$ cat src/rtl/tsd_pkg.sv
package tsd_pkg;
  typedef enum logic {
    MODE_EDGE  = 1'b0,
    MODE_LEVEL = 1'b1
  } det_mode_e;

  function automatic det_mode_e mode_of(input logic [1:0] flt);
    return (flt == 2'd0) ? MODE_EDGE : MODE_LEVEL;
  endfunction
endpackage

$ cat src/rtl/tsd_sync.sv
module tsd_sync #(
  parameter int STAGES = 2
) (
  input  logic clk,
  input  logic rst,
  input  logic d_i,
  output logic q_o
);
  logic [STAGES-1:0] chain_q;

  for (genvar i = 0; i < STAGES; i++) begin : g_stage
    if (i == 0) begin : g_first
      always_ff @(posedge clk) begin
        if (rst) chain_q[i] <= 1'b0;
        else     chain_q[i] <= d_i;
      end
    end else begin : g_rest
      always_ff @(posedge clk) begin
        if (rst) chain_q[i] <= 1'b0;
        else     chain_q[i] <= chain_q[i-1];
      end
    end
  end

  assign q_o = chain_q[STAGES-1];
endmodule

$ cat src/rtl/tsd_timebase.sv
module tsd_timebase #(
  parameter int DIV_W  = 15,
  parameter int FREQ_W = 3,
  parameter int PRCH_W = 2
) (
  input  logic              clk,
  input  logic              rst,
  input  logic [FREQ_W-1:0] freq_i,
  input  logic [PRCH_W-1:0] prch_i,
  output logic              strobe_o,
  output logic              win_next_o
);
  localparam logic [DIV_W-1:0] ONE = 1;

  logic [DIV_W-1:0] cnt_q, cnt_nxt, span, low_now, low_nxt, lead;

  always_ff @(posedge clk) begin
    if (rst) cnt_q <= '0;
    else     cnt_q <= cnt_nxt;
  end

  // span = period-1; window covers [period-1-L, period-2] of the next count
  always_comb begin
    cnt_nxt    = cnt_q + ONE;
    span       = {DIV_W{1'b1}} >> freq_i;
    low_now    = cnt_q & span;
    low_nxt    = cnt_nxt & span;
    lead       = span - (ONE << prch_i);
    strobe_o   = (low_now == span);
    win_next_o = (low_nxt >= lead) && (low_nxt < span);
  end

  // strobes never fall in adjacent cycles
  p_strobe_spaced_r6: assert property (@(posedge clk) disable iff (rst)
    strobe_o |=> !strobe_o);
endmodule

$ cat src/rtl/tsd_edge.sv
module tsd_edge (
  input  logic clk,
  input  logic rst,
  input  logic en_i,
  input  logic act_i,
  output logic hit_o
);
  logic prev_q;

  // prev is cleared while disabled so an already-active pin fires on enable
  always_ff @(posedge clk) begin
    if (rst) prev_q <= 1'b0;
    else     prev_q <= en_i & act_i;
  end

  assign hit_o = en_i & act_i & ~prev_q;

  // an edge hit always follows a cycle without active+enabled state
  p_edge_after_quiet_r3: assert property (@(posedge clk) disable iff (rst)
    hit_o |=> !hit_o);
endmodule

$ cat src/rtl/tsd_level.sv
module tsd_level #(
  parameter int FLT_W = 2
) (
  input  logic             clk,
  input  logic             rst,
  input  logic             en_i,
  input  logic             act_i,
  input  logic             strobe_i,
  input  logic [FLT_W-1:0] flt_i,
  output logic             hit_o
);
  localparam int STREAK_W = (1 << FLT_W) - 1;
  localparam logic [STREAK_W:0] ONE = 1;

  logic [STREAK_W-1:0] streak_q;
  logic                armed_q;
  logic [STREAK_W:0]   target;
  logic                reached, active_mode;

  always_comb begin
    target      = ONE << flt_i;
    reached     = ({1'b0, streak_q} + ONE) == target;
    active_mode = en_i && (flt_i != '0);
    hit_o       = active_mode && strobe_i && act_i && armed_q && reached;
  end

  always_ff @(posedge clk) begin
    if (rst || !active_mode) begin
      streak_q <= '0;
      armed_q  <= 1'b1;
    end else if (strobe_i) begin
      if (!act_i) begin
        streak_q <= '0;
        armed_q  <= 1'b1;
      end else if (armed_q) begin
        if (reached) begin
          streak_q <= '0;
          armed_q  <= 1'b0;
        end else begin
          streak_q <= streak_q + 1'b1;
        end
      end
    end
  end

  // a low enable empties the streak
  p_count_cleared_r10: assert property (@(posedge clk) disable iff (rst)
    !en_i |=> (streak_q == '0));
  // disarmed state persists until an inactive sample
  p_stay_disarmed_r11: assert property (@(posedge clk) disable iff (rst)
    (!armed_q && active_mode && !(strobe_i && !act_i)) |=> !armed_q);
endmodule

$ cat src/rtl/tamper_sense_top.sv
module tamper_sense_top #(
  parameter int DIV_W       = 15,
  parameter int FREQ_W      = 3,
  parameter int PRCH_W      = 2,
  parameter int FLT_W       = 2,
  parameter int SYNC_STAGES = 2
) (
  input  logic              clk,
  input  logic              rst,
  input  logic              pin_i,
  input  logic              en_i,
  input  logic              pol_i,
  input  logic [FLT_W-1:0]  flt_i,
  input  logic [PRCH_W-1:0] prch_i,
  input  logic [FREQ_W-1:0] freq_i,
  input  logic              pudis_i,
  output logic              pullup_o,
  output logic              detect_o
);
  import tsd_pkg::*;

  logic pin_s, act, strobe, win_next, edge_hit, lvl_hit;
  logic det_q, pu_q;
  det_mode_e mode;

  tsd_sync #(.STAGES(SYNC_STAGES)) u_sync (
    .clk(clk), .rst(rst), .d_i(pin_i), .q_o(pin_s)
  );

  assign act  = pin_s ^ pol_i;
  assign mode = mode_of(2'(flt_i));

  tsd_timebase #(.DIV_W(DIV_W), .FREQ_W(FREQ_W), .PRCH_W(PRCH_W)) u_tb (
    .clk(clk), .rst(rst), .freq_i(freq_i), .prch_i(prch_i),
    .strobe_o(strobe), .win_next_o(win_next)
  );

  tsd_edge u_edge (
    .clk(clk), .rst(rst), .en_i(en_i), .act_i(act), .hit_o(edge_hit)
  );

  tsd_level #(.FLT_W(FLT_W)) u_lvl (
    .clk(clk), .rst(rst), .en_i(en_i), .act_i(act), .strobe_i(strobe),
    .flt_i(flt_i), .hit_o(lvl_hit)
  );

  always_ff @(posedge clk) begin
    if (rst) begin
      det_q <= 1'b0;
      pu_q  <= 1'b0;
    end else begin
      det_q <= (mode == MODE_EDGE) ? edge_hit : lvl_hit;
      pu_q  <= en_i && (mode == MODE_LEVEL) && !pudis_i && win_next;
    end
  end

  assign detect_o = det_q;
  assign pullup_o = pu_q;

  // single-cycle pulse
  p_pulse_single_r12: assert property (@(posedge clk) disable iff (rst)
    detect_o |=> !detect_o);
  // edge mode keeps the pull-up off
  p_edge_no_pullup_r9: assert property (@(posedge clk) disable iff (rst)
    (flt_i == '0) |=> !pullup_o);
  // disable bit keeps the pull-up off
  p_pudis_no_pullup_r8: assert property (@(posedge clk) disable iff (rst)
    pudis_i |=> !pullup_o);
  // disabled cycle yields quiet outputs next cycle
  p_disabled_quiet_r10: assert property (@(posedge clk) disable iff (rst)
    !en_i |=> (!detect_o && !pullup_o));
  // pull-up is dropped in the strobe cycle
  p_no_pullup_at_strobe_r7: assert property (@(posedge clk) disable iff (rst)
    strobe |-> !pullup_o);
endmodule

$ cat config.mk
export PLATFORM = sky130hd
export DESIGN_NAME = tamper_sense_top
export DESIGN_NICKNAME = d
export VERILOG_FILES = /design/src/rtl/tsd_pkg.sv /design/src/rtl/tsd_sync.sv /design/src/rtl/tsd_timebase.sv /design/src/rtl/tsd_edge.sv /design/src/rtl/tsd_level.sv /design/src/rtl/tamper_sense_top.sv
export SDC_FILE = /design/constraint.sdc
export NUM_CORES = 1
export LEC_CHECK = 0
export BUFFER_PORTS_ARGS = -buffer_cell sky130_fd_sc_hd__buf_2
export CAP_MARGIN = 20
export CORE_UTILIZATION = 62
export CTS_CLUSTER_DIAMETER = 120
export CTS_CLUSTER_SIZE = 30
export DETAILED_ROUTE_END_ITERATION = 8
export GPL_ROUTABILITY_DRIVEN = 0
export PLACE_DENSITY = 0.91
export SLEW_MARGIN = 20
export SYNTH_ARGS = -nofsm -noshare
export SYNTH_HDL_FRONTEND = slang
export SYNTH_HIERARCHICAL = 1
export SYNTH_SLANG_ARGS = --single-unit
export TNS_END_PERCENT = 50
$ cat constraint.sdc
create_clock -name clk -period 3.9 [get_ports clk]
set_input_delay 0.195 -clock clk [delete_from_list [all_inputs] [get_ports clk]]
set_output_delay 0.195 -clock clk [all_outputs]
set_load 0.02 [all_outputs]
== Word level (Yosys, flattened, before mapping) ==
Index checks and enable logic that the tools add are counted.

* Input bits: 13
* Bits in latches: 0
* Word-level logic and storage cells: 49
* Memories: 0
* Flip-flop bits (word level): 24
* Output and inout bits: 2
* RAM bits: 0
* Bits in read-only memories: 0

* Eq/ne operators: 3
* Bitwise gates (word level): 6
* Add/sub/neg operators: 4
* Multiplexer cells: 8
* Shifts and indexed selects: 3
* Multipliers: 0
* Reductions and logical operators: 15
* Magnitude comparators: 2
* Div/mod/pow operators: 0

{| class="wikitable"
|+ Operators by type and width
! operator !! number
|-
| bitwise AND 15 bit || 2
|-
| adder 15 x 1 -> 15 bit, second input constant || 1
|-
| equality test 15 bit || 1
|-
| >= comparator 15 bit || 1
|-
| less-than comparator 15 bit || 1
|-
| << shifter 1 x 2 -> 15 bit, first input constant || 1
|-
| right shift 15 x 3 -> 15 bit, first input constant || 1
|-
| subtractor 15 bit || 1
|-
| logical AND 1 bit || 9
|-
| 2-to-1 mux 3 bit || 3
|-
| 2-to-1 mux 1 bit || 5
|-
| adder 3 x 1 -> 4 bit, second input constant || 1
|-
| equality test 4 bit || 1
|-
| << shifter 1 x 2 -> 4 bit, first input constant || 1
|-
| adder 3 x 1 -> 3 bit, second input constant || 1
|-
| bitwise AND 1 bit || 2
|-
| logical NOT 1 bit || 2
|-
| logical NOT 2 bit || 1
|-
| != test 2 x 1 -> 1 bit, second input constant || 1
|-
| AND reduction 2 bit || 1
|-
| nonzero test 2 bit || 1
|-
| logical OR 1 bit || 1
|-
| NOT 1 bit || 1
|-
| XOR 1 bit || 1
|}

== Depth between registers and ports, before layout ==
Gate-level depths: netlist of the first run.

* Depth after elaboration: 8
* Depth in mapped cells: 12
* Depth with buffers taken out: 11

== Modules after synthesis ==
The synthesis of the first run kept the hierarchy.

{| class="wikitable"
|+ By module, submodules not included
! module !! area each (µm²) !! cells each !! instances !! seq. area each (µm²)
|-
| tsd_timebase || 1066.0 || 129 || 1 || 300.3
|-
| tsd_level || 300.3 || 37 || 1 || 80.1
|-
| tamper_sense_top || 85.1 || 8 || 1 || 40.0
|-
| tsd_sync || 52.6 || 4 || 1 || 40.0
|-
| tsd_edge || 37.5 || 3 || 1 || 20.0
|}

== Worst setup path after synthesis of the first run ==
OpenSTA, ideal clock, no wires.

* Path type: reg-to-reg
* Start point: reg u_tb.cnt_q[2]
* End point: reg pu_q, in the netlist pullup_o
* Buffers on the path: 1
* Slack: 1416 ps
* Clock period less this slack: 2484 ps
* Required time: 3842 ps
* Arrival: 2426 ps
* Cell stages (with the launch flop): 13
* Library setup time: 58 ps
* Cell sequence: dfxtp_1 clkbuf_2 nand3_2 or2_0 nor3_1 xnor2_1 nor2_1 ha_1 and3_1 a32oi_1 a311oi_1 nor4bb_1 o21a_1

* Longest elaborated chain between the ends: 5
* Elaborated cells on any way between the ends: 6
* Those cells by class: add/sub: 1; order compare: 2; bitwise: 1; reduce/logical: 2

{| class="wikitable"
|+ RTL lines
! item !! line !! source
|-
| start, declared || tsd_timebase.sv:15 || <nowiki>logic [DIV_W-1:0] cnt_q, cnt_nxt, span, low_now, low_nxt, lead;</nowiki>
|-
| start signal, assigned || tsd_timebase.sv:19 || <nowiki>else cnt_q <= cnt_nxt;</nowiki>
|-
| adder 15 x 1 -> 15 bit * || tsd_timebase.sv:24 || <nowiki>cnt_nxt = cnt_q + ONE;</nowiki>
|-
| bitwise AND 15 bit * || tsd_timebase.sv:27 || <nowiki>low_nxt = cnt_nxt & span;</nowiki>
|-
| >= comparator 15 bit or less-than comparator 15 bit (tied branches) || tsd_timebase.sv:30 || <nowiki>win_next_o = (low_nxt >= lead) && (low_nxt < span);</nowiki>
|-
| logical AND 1 bit * || tsd_timebase.sv:30 ||
|-
| net win_next || tamper_sense_top.sv:22 || <nowiki>logic pin_s, act, strobe, win_next, edge_hit, lvl_hit;</nowiki>
|-
| logical AND 1 bit * || tamper_sense_top.sv:53 || <nowiki>pu_q <= en_i && (mode == MODE_LEVEL) && !pudis_i && win_next;</nowiki>
|-
| end signal, assigned || tamper_sense_top.sv:53 ||
|-
| end, declared || tamper_sense_top.sv:23 || <nowiki>logic det_q, pu_q;</nowiki>
|}

The timed path passes the listed nets; every way through them passes the cells marked *.
A chain may end at the register's enable or synchronous reset.

== Worst setup path in the final report of the first run ==
Ends and elaborated chain as after synthesis.

==> results of run 1 <==
==> cell usage after synthesis, drive strengths merged (3+ instances only) <==
master | n | share of area
a21o | 5 | 0.024
a21oi | 11 | 0.036
and2 | 3 | 0.015
and2b | 3 | 0.015
dfxtp | 24 | 0.31
ha | 9 | 0.073
inv | 7 | 0.017
nand2 | 9 | 0.022
nand3 | 9 | 0.032
nor2 | 23 | 0.056
nor2b | 6 | 0.024
nor3 | 8 | 0.026
o21ai | 11 | 0.036
or3 | 4 | 0.016
xnor2 | 8 | 0.045
xor2 | 4 | 0.023
==> logic make-up (layout without fill, tap and decap cells) <==
| kind of cell | after synthesis | in the layout | synth area share |
|---|---|---|---|
| buffers and inverters | 11 | 25 | 0.0373 |
| adder cells (fa/ha/maj) | 9 | 9 | 0.0731 |
| XOR/XNOR | 12 | 12 | 0.0682 |
| AO/OA/AOI/OAI | 39 | 39 | 0.176 |
| flip-flops | 24 | 24 | 0.312 |
| AND/OR/NAND/NOR | 82 | 82 | 0.306 |
| multiplexers | 4 | 4 | 0.0276 |
==> metrics by stage <==
stage	setup WS, ps	instances
after detailed placement	1150	219
after global routing	868	223
final	1050	223
after global placement	1170	219
after floorplan	1420	181
after CTS	1100	223
==> state kept, by name, indices dropped and copies added (netlist names) <==
| register | count |
|---|---|
| u_tb/cnt_q | 15 |
| u_lvl/streak_q | 3 |
| detect_o | 1 |
| pullup_o | 1 |
| u_edge/prev_q | 1 |
| u_lvl/armed_q | 1 |
| u_sync/chain_q | 1 |
| u_sync/q_o | 1 |
==> worst max path at each step <==
stage | to | slack [ps] | cells past startpoint
3_3_place_gp | pullup_o$_SDFF_PP0_ | 1170 | 11
2_1_floorplan | pullup_o$_SDFF_PP0_ | 1420 | 12
5_1_grt | pullup_o$_SDFF_PP0_ | 870 | 11
6_report | pullup_o$_SDFF_PP0_ | 1050 | 11
4_1_cts | pullup_o$_SDFF_PP0_ | 1100 | 11
3_5_place_dp | pullup_o$_SDFF_PP0_ | 1150 | 11
==> power by group through the flow <==
| stage | clock [mW] | sequential [mW] | combinational, mW |
|---|---|---|---|
| 6_report | 0.130 | 0.253 | 0.0548 |
| 5_1_grt | 0.145 | 0.254 | 0.0612 |
| 4_1_cts | 0.132 | 0.253 | 0.0549 |
| 3_5_place_dp | 0 | 0.259 | 0.0543 |
| 3_3_place_gp | 0 | 0.258 | 0.0515 |
| 2_1_floorplan | 0 | 0.257 | 0.0386 |
==> metal layers <==
metal | global-route usage | vias up | wire [um]
met2 | 0.434 | 43 | 1580
met5 | 0 | - | 0
met4 | 0.149 | 0 | 86
met3 | 0.0263 | 8 | 123
met1 | 0.318 | 631 | 1330
li1 | - | 678 | -
==> area by class of cell <==
type                    instances  area [um^2]  share of cell area
clock buffers                   4         36.3              0.0220
inverters                       7         26.3              0.0159
multi-input cells             146         1000               0.608
flip-flops and latches         24          480               0.291
well taps                      28         35.0              0.0212
repair buffers                 14         70.1              0.0424
==> metrics, run 1 <==
status=finished clean; worst min path class=primary input to flip-flop; die height=51.9 um; synthesized area=1540 um^2; slowest stage delay, CP=480 ps; Critical Path Start=u_tb/cnt_q[2]$_SDFF_PP0_; sw power=0.107 mW; CP startpoint kind=flip-flop; ANT cells=0; sw frac=0.244; # port buffers=14; post_cts resized=0; required time of the critical path=4160 ps; CTS tree=built; row cnt=17; VDD IR max=0.217 mV; Setup Total Neg Slack=0 ps; Final Cell Area=1650 um^2; hold_sp=pin_i; final core utilization=0.726; Data arrival, critical path=3110 ps; Syn Inst Count=181; vias per inst=6.10; synthesized area per cell=8.52 um^2; Comb pwr share=0.125; family with the most delay on the worst path=simple AND/OR/NAND/NOR gates; # fillers=158; r2r endpoint=pullup_o$_SDFF_PP0_; clock buffer depth=2; total congestion overflow=0; total power=0.438 mW; Max FO, Critical Path=7; #FFs+latches synth=24; Post-synth EDFFs=0; YS warnings=6; final hold violation count=0; Nets=218; worst path cell trace=nand3_2 > or2_0 > nor3_1 > xnor2_1 > nor2_1 > ha_1 > and3_1 > a32oi_1 > a311oi_1 > nor4bb_1 > o21a_1; commonest non-fill, non-tap cells in the layout=dfxtp_1, nor2_1, buf_2, o21ai_0, a21oi_1; WP buf/inv=0; largest net degree at the start of global routing=24; CTS H-Tree Depth=1; Num CTS Buffers=3; vias in the first global route=1,248; Worst-Margin Slew=609 ps; CTS root buf=clkbuf_4; WL final=3.11 mm; final slew viol count=0; clock power share=0.296; DR vias=1,360; flop2flop setup slack=1050 ps; R2R Path Start=u_tb/cnt_q[2]$_SDFF_PP0_; fmax=351 MHz; RSZ-0062 raised after global routing=false; total power density per cell area=265 nW/um^2; Post-DP Area=1620 um^2; die area=2690 um^2; Routed wire per std cell=14.0 um; Ports=15; Critical Path Slowest Stage Cell=dfxtp_1; most common cell after layout, fill and taps aside=dfxtp_1; Rel. slew slack=0.588; Seq/Total Area, Yosys=0.312; Clk Latency, worst-skew pair=310 ps; CP endpoint kind=flip-flop; drt first pass iters=4; antenna violations before repair=0; fin crit period=2850 ps; worst hold path stage count=2; Clock Skews=9.65 ps; Total Routing Usage GR=0.258; hold endpoint=u_sync/chain_q[0]$_SDFF_PP0_; total clock sinks=24; crit path kind=flip-flop to flip-flop; postcts setup bufs=0; # DRC=0; Antenna Nets Post-Route=0; Leak=0.670 nW; cell internal pwr=0.331 mW; post-synthesis net count=203; fin crit share=0.731; Area Overhead vs Synth=7.14%; CTS clk-pin slew, worst paths=130 ps; layout cells sized above 1=0.164; Hold Slack=94.5 ps; floorplan core area=2280 um^2; post-DP HPWL=2.34 mm; initial DRC count=58; Max Cap Viol=0; Die W=51.9 um; Seq pwr share=0.579; first-pass GRT wire length=5.20 mm; most used flip-flop cell after synthesis=dfxtp_1; reg2reg path depth=11; Post-CTS Hold Fix Bufs=0; setup violators final=0; Synth cell types=52; fraction of registers with async set/reset=0; Starting Density=0.677
(Power assumes the default switching activity.)
==> run 2, diff against run 1 <==
Settings changed: ABC_AREA set to 1, CORE_UTILIZATION 62 to 53, PLACE_DENSITY 0.91 to 0.83.
Clock period 3.9 ns to 2.43 ns, I/O delays scaled along.
==> run 2 against run 1 <==
Combinational power up 100%. Non-clock buffer count is 12 higher. Sequential cell count did not move. Synthesized area up 8.6%. Clock-buffer cell count fell by 1. Power grew 58%. Clock power is 32% higher. Synthesized cell count up 51%. Via count up 28%. Sequential share of layout area down 4.3 points. Critical endpoint is now u_lvl/streak_q[2]$_SDFFE_PP0P_. Largest cell class unchanged. Largest power group unchanged.
==> metrics, run 2 <==
status=finished clean; worst min path class=primary input to flip-flop; crit path kind=flip-flop to flip-flop; area share of the largest cell type after synthesis=0.287 (-0.0247); Post-DP Area=1830 um^2 (+13%); Ports=15 (unchanged); fin crit period=2270 ps (-579 ps); antenna violations before repair=0 (unchanged); Max Cap Viol=0 (unchanged); setup violators final=0 (unchanged); fraction of registers with async set/reset=0 (unchanged); Data arrival, critical path=2520 ps (-590 ps); # port buffers=14 (unchanged); CTS root buf=clkbuf_4; Worst-Margin Slew=419 ps (-191 ps); fin crit share=0.935 (+0.204); row cnt=20 (+3); commonest cells in the netlist=nand2_1, nor2_1, inv_1; max reg flops=15 (unchanged); synthesized area per cell=6.11 um^2 (-28%); initial DRC count=84 (+45%); YS warnings=6 (unchanged); most used flip-flop cell after synthesis=dfxtp_1; post-synth top area cell=dfxtp_1; Syn Inst Count=274 (+51%); Clk Latency, worst-skew pair=310 ps (about the same); post-synthesis net count=296 (+46%); total power density per cell area=347 nW/um^2 (+31%); Nets=326 (+50%); Die W=58.2 um (+12%); Clock Skews=1.69 ps (-7.96 ps); vias in the first global route=1,518 (+22%); die area=3390 um^2 (+26%); Rel. slew slack=0.714 (+0.126); synth top area cells=dfxtp_1, nand2_1, nor2_1, inv_1, ha_1; VDD IR max=0.204 mV (-6.3%); CTS H-Tree Depth=1 (unchanged); Antenna Nets Post-Route=0 (unchanged); synthesized area=1670 um^2 (+8.6%); worst hold path stage count=3 (+1); Hold Slack=73.4 ps (-21.1 ps); largest net degree at the start of global routing=22 (-8.3%); CTS clk-pin slew, worst paths=120 ps (about the same); Total Routing Usage GR=0.237 (-0.0214); final hold violation count=0 (unchanged); ANT cells=0 (unchanged); most common cell after layout, fill and taps aside=nand2_1; RSZ-0062 raised after global routing=true; Post-synth EDFFs=0 (unchanged); total congestion overflow=0 (unchanged); vias per inst=5.01 (-18%); layout cells sized above 1=0.209 (+0.0445); floorplan core area=3030 um^2 (+33%); CP startpoint kind=flip-flop; Final Cell Area=1990 um^2 (+20%); reg2reg path depth=12 (+1); final slew viol count=0 (unchanged); cell with the most instances after synthesis=nand2_1; commonest non-fill, non-tap cells in the layout=nand2_1, nor2_1, inv_1, dfxtp_1, nand3_1; post-DP HPWL=2.89 mm (+23%); fmax=440 MHz (+26%); # fillers=286 (+81%); Routed wire per std cell=11.1 um (-21%); Max FO, Critical Path=5 (-2); Num CTS Buffers=3 (unchanged); clock buffer depth=2 (unchanged); Setup Total Neg Slack=0 ps (unchanged); Area Overhead vs Synth=18.8%; WL final=3.83 mm (+23%); Leak=0.854 nW (+28%); drt first pass iters=4 (unchanged); Seq/Total Area, Yosys=0.287 (-0.0247); die height=58.2 um (+12%); CTS tree=built; total clock sinks=24 (unchanged); biggest regs=u_tb/cnt_q x15, u_lvl/streak_q x3; CP endpoint kind=flip-flop; #FFs+latches synth=24 (unchanged); Starting Density=0.553 (-0.124); DR vias=1,735 (+28%); required time of the critical path=2680 ps (-1480 ps); Synth cell types=27 (-48%); # DRC=0 (unchanged); Most flops, register=u_tb/cnt_q; first-pass GRT wire length=6.30 mm (+21%)
==> run 2: cell types whose count changed in the layout (fill, tap and decap cells not counted), moves of 8 or more <==
cell,before,now
inv_1,7,34
nor2_2,0,8
nor2_1,23,45
xnor2_1,8,0
nand2_1,9,76
buf_4,0,10
nand3_1,8,18
==> run 2: power by group <==
| group | switching (mW) | internal (mW) |
|---|---|---|
| logic | 0.0665 | 0.0453 |
| registers | 0.00728 | 0.401 |
| clock network | 0.113 | 0.0579 |
==> run 2: critical path, stage by stage, from the launching register on <==
cell and delay, ps:
dfxtp_4 390, ha_4 180, nand2_2 60, nor2_2 130, buf_4 130, buf_4 90, nand2_1 70, a2111oi_0 440
buf_4 200, nand3_1 160, a21oi_1 170, nand2_1 70, a21oi_1 120
==> run 2: through the flow <==
stage	instances	power, mW	utilization	worst slack, ps
finish	346	0.690	0.657	159
global route	346	0.736	0.657	-78.0
CTS	339	0.687	0.614	1.25
detailed placement	335	0.515	0.603	5.73
global placement	335	0.513	0.603	141
floorplan	274	0.479	-	160
==> run 2: layout make-up <==
class / instances / area [um^2] / area share
clock buffer: 3 / 22.5 / 0.0113
timing repair buffer: 26 / 166 / 0.0836
inverter: 39 / 146 / 0.0736
sequential: 24 / 493 / 0.248
tap: 44 / 55.1 / 0.0277
multi-input combinational: 210 / 1110 / 0.556
==> run 2: final timing paths <==
path,from,end,slack (ps)
setup / recovery,u_tb/cnt_q[1]$_SDFF_PP0_,u_lvl/streak_q[2]$_SDFFE_PP0P_,160
hold / removal,en_i,pullup_o$_SDFF_PP0_,70
setup reg to reg,u_tb/cnt_q[1]$_SDFF_PP0_,u_lvl/streak_q[2]$_SDFFE_PP0P_,160
hold reg to reg,u_sync/chain_q[0]$_SDFF_PP0_,u_sync/q_o$_SDFF_PP0_,420
==> run 2: repair_timing <==
action	CTS	global route
pin swaps	0	16
resized for setup	1	25
buffers inserted	0	7
cloned	0	0
hold endpoints to repair	1	0
setup endpoints to repair	1	1
hold buffers	1	0
==> run 2: logic make-up after synthesis <==
group	Yosys count	synth area share
buffers and inverters	40	0.0897
adders and majority gates	9	0.0673
AOI/OAI and AO/OA	23	0.0747
xor gates and xnor gates	3	0.0157
and+or+nand+nor	175	0.466
DFF	24	0.287
==> run 2: routing by layer <==
metal | up-vias | track usage | wire length, um
li1 | 920 | - | -
met3 | 2 | 0.0268 | 115
met2 | 39 | 0.401 | 1880
met5 | - | 0 | 0
met1 | 774 | 0.317 | 1810
met4 | 0 | 0.0714 | 25
==> run 3, diff against run 2 <==
--- a/config.mk
+++ b/config.mk
@@ -14,4 +14,5 @@
 export DETAILED_ROUTE_END_ITERATION = 8
 export GPL_ROUTABILITY_DRIVEN = 0
+export HOLD_SLACK_MARGIN = 0.05
 export PLACE_DENSITY = 0.83
 export SLEW_MARGIN = 20
==> constraint.sdc (replaced) <==
create_clock -name clk -period 2.43 [get_ports clk]
set_input_delay 0.729 -clock clk [delete_from_list [all_inputs] [get_ports clk]]
set_output_delay 0.729 -clock clk [all_outputs]
set_load 0.02 [all_outputs]
==> run 3 against run 2 <==
Die area unchanged. Sequential power about the same. Clock-buffer cell count rose by 1. Critical endpoint is now pullup_o$_SDFF_PP0_. First-iteration DRC count up 14%. Largest cell class unchanged. Cell area increased by 2.2%. Clock power increased by 29%.
==> metrics, run 3 (same netlist as run 2, synthesis figures left out) <==
final hold violation count=0 (unchanged); clock power share=0.295 (+0.048); worst slack at placement=-50.0 ps (-55.7 ps); Hold Slack=418 ps (+344 ps); floorplan core area=3030 um^2 (unchanged); first-pass GRT wire length=6.11 mm (-3.0%); status=finished clean; most common cell after layout, fill and taps aside=nand2_1; Total Routing Usage GR=0.232 (-0.00530); met3 GRT Util=0.0290 (+0.00223); worst hold path stage count=2 (-1); CTS root buf=clkbuf_4; CP endpoint kind=flip-flop; Seq pwr share=0.547 (-0.044); CP startpoint kind=flip-flop; Final WS setup=196 ps (+37.5 ps); # DRC=0 (unchanged); Leak=0.885 nW (+3.6%); family with the most delay on the worst path=simple AND/OR/NAND/NOR gates; Nets=329 (+0.92%); fmax=448 MHz (+1.7%); global route hottest layer=met2; Critical Path Slowest Stage Cell=dfxtp_4; ANT cells=0 (unchanged); Starting Density=0.553 (unchanged); RSZ-0062 raised after global routing=true; Clk Latency, worst-skew pair=330 ps (+20 ps); largest net degree at the start of global routing=22 (unchanged); max reg flops=15 (unchanged); total clock sinks=24 (unchanged); vias per inst=5.00 (-0.23%); final core utilization=0.671 (+0.0145); total power density per cell area=368 nW/um^2 (+6.1%); r2r endpoint=pullup_o$_SDFF_PP0_; WP buf/inv=1 (-2); hold endpoint=u_sync/q_o$_SDFF_PP0_; drt first pass iters=4 (unchanged); setup violators final=0 (unchanged); vias in the first global route=1,508 (-0.66%); CTS H-Tree Depth=1 (unchanged); CTS tree=built; CTS clk-pin slew, worst paths=140 ps (+20 ps); die area=3390 um^2 (unchanged); Comb pwr share=0.158 (-0.004); worst path cell trace=ha_4 > nand2_2 > nor2_4 > nand3_1 > nand2_1 > nand2_1 > inv_1 > nor2_1 > ha_1 > nand3_1 > nor2_1 > nand2_1 > nor2_1 > nand2_1 > nor2_2 > nor2_1 > nor2_1 > nand2_1 > nor3b_2; total congestion overflow=0 (unchanged); layout cells sized above 1=0.225 (+0.0169); crit path kind=flip-flop to flip-flop; met2 Use GR=0.391 (-0.00985); VDD IR max=0.205 mV (+0.76%); Rel. slew slack=0.704 (-0.00996); worst min path class=flip-flop to flip-flop; # port buffers=14 (unchanged); initial DRC count=96 (+14%); required time of the critical path=2710 ps (+30 ps); Num CTS Buffers=3 (unchanged); reg2reg path depth=19 (+7); clock buffer depth=2 (unchanged); Clock Skews=9.67 ps (+7.97 ps); cell internal pwr=0.543 mW (+7.8%); flop2flop setup slack=200 ps (+40 ps); Max Cap Viol=0 (unchanged); sw power=0.206 mW (+10%); Worst-Margin Slew=433 ps (+14.6 ps); die height=58.2 um (unchanged); Die W=58.2 um (unchanged); antenna violations before repair=0 (unchanged); Critical Path Start=u_tb/cnt_q[1]$_SDFF_PP0_; final slew viol count=0 (unchanged); fin crit period=2230 ps (-37.5 ps); Max FO, Critical Path=4 (-1); Ports=15 (unchanged); met1 Use GR=0.303 (-0.0135); hold_sp=u_sync/chain_q[0]$_SDFF_PP0_; fin crit share=0.919 (-0.0154); R2R Path Start=u_tb/cnt_q[1]$_SDFF_PP0_; DR vias=1,751 (+0.92%); post-DP HPWL=2.86 mm (-0.96%); sw frac=0.275 (+0.00477); Area Overhead vs Synth=21.4%; Routed wire per std cell=10.9 um (-1.1%); row cnt=20 (unchanged); slowest stage delay, CP=410 ps (-30 ps); WL final=3.83 mm (unchanged); commonest non-fill, non-tap cells in the layout=nand2_1, nor2_1, inv_1, nand3_1, dfxtp_1; biggest regs=u_tb/cnt_q x15, u_lvl/streak_q x3; Most flops, register=u_tb/cnt_q; Data arrival, critical path=2510 ps (about the same); Antenna Nets Post-Route=0 (unchanged)
## run 3: area by class of cell
type | instances | area (um^2)
inverters | 39 | 146
flip-flops and latches | 24 | 493
multi-input cells | 210 | 1120
fillers | 289 | 995
clock buffers | 4 | 36.3
well taps | 44 | 55.1
repair buffers | 29 | 186
## run 3: power groups by stage
stage	registers (mW)	logic [mW]	clock network, mW
after detailed placement	0.414	0.107	0
after CTS	0.405	0.107	0.223
final	0.410	0.118	0.221
after global placement	0.414	0.104	0
after floorplan	0.415	0.0639	0
after global routing	0.410	0.134	0.241
## run 3: repair_timing
item | 4_1_cts | 5_1_grt
hold buffers | 0 | 0
endpoints found under the hold margin | 0 | 0
resized for setup | 0 | 28
endpoints found under the setup margin | 0 | 3
setup buffers | 0 | 6
## run 3: worst min-delay path, stage by stage, from the launching register on
cell	delay, ps
dfxtp_1	320
inv_1	40
nor2_1	30
## run 3: metrics by stage
step	setup TNS, ps	total power [mW]	instances	instance area (um^2)
after global placement	-105	0.517	340	1860
after detailed placement	-135	0.520	340	1860
after CTS	0	0.735	344	1900
after floorplan	0	0.479	274	1670
after global routing	-72.2	0.786	350	2030
final	0	0.749	350	2030
## run 3: layer usage
layer	routed length (um)	vias up
li1	-	927
met1	1810	782
met2	1850	37
met3	111	5
met4	57	0
met5	0	-
## run 3: how the worst max path moves through the flow
stage	end	slack, ps	depth (start not counted)
after floorplan	u_lvl/streak_q[2]$_SDFFE_PP0P_	90	8
after global placement	detect_o$_SDFF_PP0_	-50	10
after detailed placement	detect_o$_SDFF_PP0_	-50	10
after CTS	pullup_o$_SDFF_PP0_	8	19
after global routing	pullup_o$_SDFF_PP0_	-70	19
final	pullup_o$_SDFF_PP0_	200	19
